<file path="config.mk">
export PLATFORM = sky130hd
export DESIGN_NAME = alu_core
export DESIGN_NICKNAME = d
export VERILOG_FILES = /design/src/rtl/alu_pkg.sv /design/src/rtl/alu_addsub.sv /design/src/rtl/alu_bool.sv /design/src/rtl/alu_shifter.sv /design/src/rtl/alu_core.sv
export SDC_FILE = /design/constraint.sdc
export NUM_CORES = 1
export LEC_CHECK = 0
export ABC_CLOCK_PERIOD_IN_PS = 7500
export BUFFER_PORTS_ARGS = -buffer_cell sky130_fd_sc_hd__buf_2
export CORE_ASPECT_RATIO = 0.8
export CORE_MARGIN = 1.5
export CORE_UTILIZATION = 60
export DETAILED_ROUTE_END_ITERATION = 10
export PLACE_DENSITY = 0.81
export SYNTH_ARGS = -nofsm -noshare
export SYNTH_HDL_FRONTEND = slang
export SYNTH_SLANG_ARGS = --single-unit
</file>
<file path="constraint.sdc">
create_clock -name vclk -period 7.5
set_clock_uncertainty 0.2 [all_clocks]
set_input_delay 1.125 -clock vclk [all_inputs]
set_output_delay 1.125 -clock vclk [all_outputs]
set_load 0.005 [all_outputs]
</file>
<file path="src/rtl/alu_pkg.sv">
package alu_pkg;
  localparam int FN_W = 5;

  typedef struct packed {
    logic       sub;
    logic [1:0] sel;
    logic       shift;
    logic       math;
  } alu_fn_t;

  typedef enum logic [1:0] {
    BOOL_AND = 2'b00,
    BOOL_OR  = 2'b01,
    BOOL_XOR = 2'b10,
    BOOL_NOR = 2'b11
  } bool_op_e;
endpackage

</file>
<file path="src/rtl/alu_addsub.sv">
module alu_addsub #(
  parameter int W = 32
) (
  input  logic [W-1:0] a_i,
  input  logic [W-1:0] b_i,
  input  logic         sub_i,
  output logic [W-1:0] sum_o,
  output logic         carry_o,
  output logic         ovf_o
);
  logic [W-1:0] b_x;
  logic [W:0]   full;

  assign b_x  = b_i ^ {W{sub_i}};
  assign full = {1'b0, a_i} + {1'b0, b_x} + {{W{1'b0}}, sub_i};
  assign sum_o   = full[W-1:0];
  assign carry_o = full[W];
  // same operand signs, different result sign
  assign ovf_o = (a_i[W-1] == b_x[W-1]) && (full[W-1] != a_i[W-1]);
endmodule

</file>
<file path="src/rtl/alu_bool.sv">
module alu_bool
  import alu_pkg::*;
#(
  parameter int W = 32
) (
  input  logic [W-1:0] a_i,
  input  logic [W-1:0] b_i,
  input  logic [1:0]   sel_i,
  output logic [W-1:0] res_o
);
  always_comb begin
    unique case (bool_op_e'(sel_i))
      BOOL_AND: res_o = a_i & b_i;
      BOOL_OR:  res_o = a_i | b_i;
      BOOL_XOR: res_o = a_i ^ b_i;
      default:  res_o = ~(a_i | b_i);
    endcase
  end
endmodule

</file>
<file path="src/rtl/alu_shifter.sv">
module alu_shifter #(
  parameter int W   = 32,
  parameter int SHW = $clog2(W)
) (
  input  logic [W-1:0]   val_i,
  input  logic [SHW-1:0] amt_i,
  input  logic           right_i,
  input  logic           arith_i,
  output logic [W-1:0]   res_o
);
  logic [W-1:0] val_rev;
  logic [W-1:0] out_rev;
  logic [W-1:0] stage [SHW+1];
  logic         fill;

  // left shifts reuse the right-shift array on bit-reversed data
  for (genvar i = 0; i < W; i++) begin : g_rev
    assign val_rev[i] = val_i[W-1-i];
    assign out_rev[i] = stage[SHW][W-1-i];
  end

  assign fill     = right_i & arith_i & val_i[W-1];
  assign stage[0] = right_i ? val_i : val_rev;

  for (genvar k = 0; k < SHW; k++) begin : g_stage
    localparam int D = 2 ** k;
    assign stage[k+1] = amt_i[k] ? {{D{fill}}, stage[k][W-1:D]} : stage[k];
  end

  assign res_o = right_i ? stage[SHW] : out_rev;
endmodule

</file>
<file path="src/rtl/alu_core.sv">
module alu_core
  import alu_pkg::*;
#(
  parameter int W   = 32,
  parameter int SHW = $clog2(W)
) (
  input  logic [W-1:0]    a_i,
  input  logic [W-1:0]    b_i,
  input  logic [FN_W-1:0] fn_i,
  output logic [W-1:0]    result_o,
  output logic            zero_o,
  output logic            neg_o,
  output logic            ovf_o,
  output logic            carry_o
);
  alu_fn_t      fn;
  logic [W-1:0] sum, bool_res, shf_res;
  logic         add_c, add_v, is_arith;

  assign fn       = alu_fn_t'(fn_i);
  assign is_arith = fn.math & ~fn.shift;

  alu_addsub #(.W(W)) u_addsub (
    .a_i(a_i), .b_i(b_i), .sub_i(fn.sub),
    .sum_o(sum), .carry_o(add_c), .ovf_o(add_v)
  );

  alu_bool #(.W(W)) u_bool (
    .a_i(a_i), .b_i(b_i), .sel_i(fn.sel), .res_o(bool_res)
  );

  alu_shifter #(.W(W), .SHW(SHW)) u_shift (
    .val_i(b_i), .amt_i(a_i[SHW-1:0]),
    .right_i(fn.sel[1]), .arith_i(fn.sel[0]),
    .res_o(shf_res)
  );

  always_comb begin
    if (fn.shift)     result_o = shf_res;
    else if (fn.math) result_o = sum;
    else              result_o = bool_res;
  end

  assign zero_o  = ~|result_o;
  assign neg_o   = result_o[W-1];
  assign ovf_o   = is_arith & add_v;
  assign carry_o = is_arith & add_c;
endmodule

</file>
==> metrics <==
Routed Wire Length about 34 mm; postcts setup bufs 0; Port Buffer Count about 110; initial DRC count ~1,400; global-route wire length before repair roughly 51 mm; vias in the first global route about 8,700; initial antenna violation count 1; syn avg cell area around 7.4 µm²; crit path capture zero_o; HPWL after DPL between 20 and 30 mm; area of the multi-input gates about 0.0076 mm²; via count slightly below 10,000; Slew @ Worst Pin 1.20 ns; Worst EP arrival between 5 and 6 ns; minimum period implied by the final worst setup slack a little under 7 ns; die area approximately 0.015 mm²; Syn Inst Count approximately 1,100; Detail Route Antenna Nets 0; P&R area growth vs syn 5.53%; post-synthesis cell type count 83; Vias/cell 7.17; Antenna Cells 0; Final setup viols 0; Core Region 0.0136 mm²; 1st-pass router iterations 7; Post-Syn Area slightly above 0.008 mm²; GRT Total Usage roughly 46%; Core Rows 38; status finished, final reports clean; Placer Congestion roughly 1.1; Initial Util 61.4%; Die Y approximately 110 µm; total number of yosys warnings 0; largest net degree at the start of global routing between 70 and 80; unrepaired setup endpoints after global routing false; Max Slew Vio Count 0; Setup TNS 0 ns; Register Area 0 µm²; leakage about 4 nW; Residual DRC 0; Hold Buf Count CTS 0; Final Hold Viols 0; Crit Path Class in2out; Max VDD drop approximately 0.000067 V; proportion of layout cells with a drive suffix above 1 between 10% and 20%; WL per Instance between 20 and 30 µm; CP Capture Type output port; post-route clock period utilization 89.9%; Remaining Overflow, GRT 0; DIE WIDTH roughly 130 µm; Highest Clock Rate ~150 MHz; FILL cells between 1,000 and 1,500; CP Max Fanout 19; Worst Setup SP fn_i[4]; post-cts resize count 0; syn_nets 1,298; IO Count 105; max_slew headroom roughly a fifth; Seq cells 0; total of max-cap violations 0; clkbuf count 0; pwr/cell area ~95 mW/mm²; worst hold path type in2out; total power between 0.8 and 0.9 mW; sequential-to-total area share from yosys stat 0%; Final nets roughly 1,300; Startpoint Class primary input; Required @ worst endpoint just over 6 ns
[worst max-delay path, stage by stage]
cell and delay (ns):
buf_2 0.44, buf_4 0.38, xor2_1 0.18, ha_1 0.34
a21oi_1 0.29, o21ai_0 0.16, a211oi_1 0.36, o221ai_1 0.17
o21ai_0 0.47, xor2_1 0.20, a221oi_1 0.10, or4_1 0.56
a211o_1 0.30, nor4_2 0.16, buf_2 0.16
[worst min-delay path by stage]
stage,slack (ns),to,startpoint,cells after the start
final,2.48,ovf_o,a_i[31],4
after floorplan,2.19,ovf_o,a_i[31],2
after detailed placement,2.48,ovf_o,a_i[31],4
after CTS,2.48,ovf_o,a_i[31],4
after global placement,2.45,ovf_o,a_i[31],4
after global routing,2.51,ovf_o,a_i[31],4
[stage by stage]
stage          utilization [%]  std cells  cell area [µm²]  setup WS [ns]  hold slack [ns]
2_1_floorplan                -       1131             8320           1.20             2.19
3_3_place_gp              64.8       1348             8780           1.01             2.45
3_5_place_dp              64.8       1348             8780          0.851             2.48
4_1_cts                   64.8       1348             8780          0.844             2.48
5_1_grt                   64.8       1348             8780          0.530             2.51
6_report                  64.8       1348             8780          0.755             2.48
[logic make-up after synthesis]
| group | synth area share, % |
|---|---|
| AO/OA/AOI/OAI | 30.5 |
| AND/OR/NAND/NOR | 18.1 |
| buffers and inverters | 9.11 |
| multiplexers | 18.2 |
| adder cells (fa/ha/maj) | 14.8 |
| XOR/XNOR | 9.26 |
[area by class of cell]
type	count	area share [%]
multi-input combinational	963	86.1
timing repair buffer	128	8.02
tap	180	2.57
inverter	77	3.29
[synth_stat cells, drive strengths merged, types with 37 or more instances]
master  count  area share (%)
o21ai      62             3.8
ha         97              15
inv        75             3.4
clkbuf     52             3.0
buf        37             2.4
nor2       69             3.1
a21oi      68             4.1
mux2i      50             6.0
nand2      96             4.4
xor2       74             7.8
a211oi     71             6.4
[cell usage in the layout (no fill, tap or decap), types with 13 or more instances in the layout]
master,instances
a211oi_1,71
nor3_1,22
nor2_1,68
a21oi_1,68
nand3_1,18
xor2_1,74
a31oi_1,14
buf_4,23
nand4_1,13
buf_2,104
o211ai_1,13
ha_1,97
mux4_2,35
mux2_2,20
inv_1,75
nand2_1,95
o21ai_0,61
nor2b_1,35
mux2i_1,50
xnor2_1,14
[per-layer routing]
layer	vias up	track usage, %	wire length [µm]
li1	4330	-	-
met1	4510	62.5	14000
met2	736	67.0	13800
met3	86	16.4	5120
met4	2	13.3	1170
met5	-	0	10
[power by group]
group	switching (mW)	total, mW	internal (mW)
Combinational	0.524	0.833	0.309
Sequential	0	0	0
Clock	0	0	0
(Power assumes the default switching activity.)
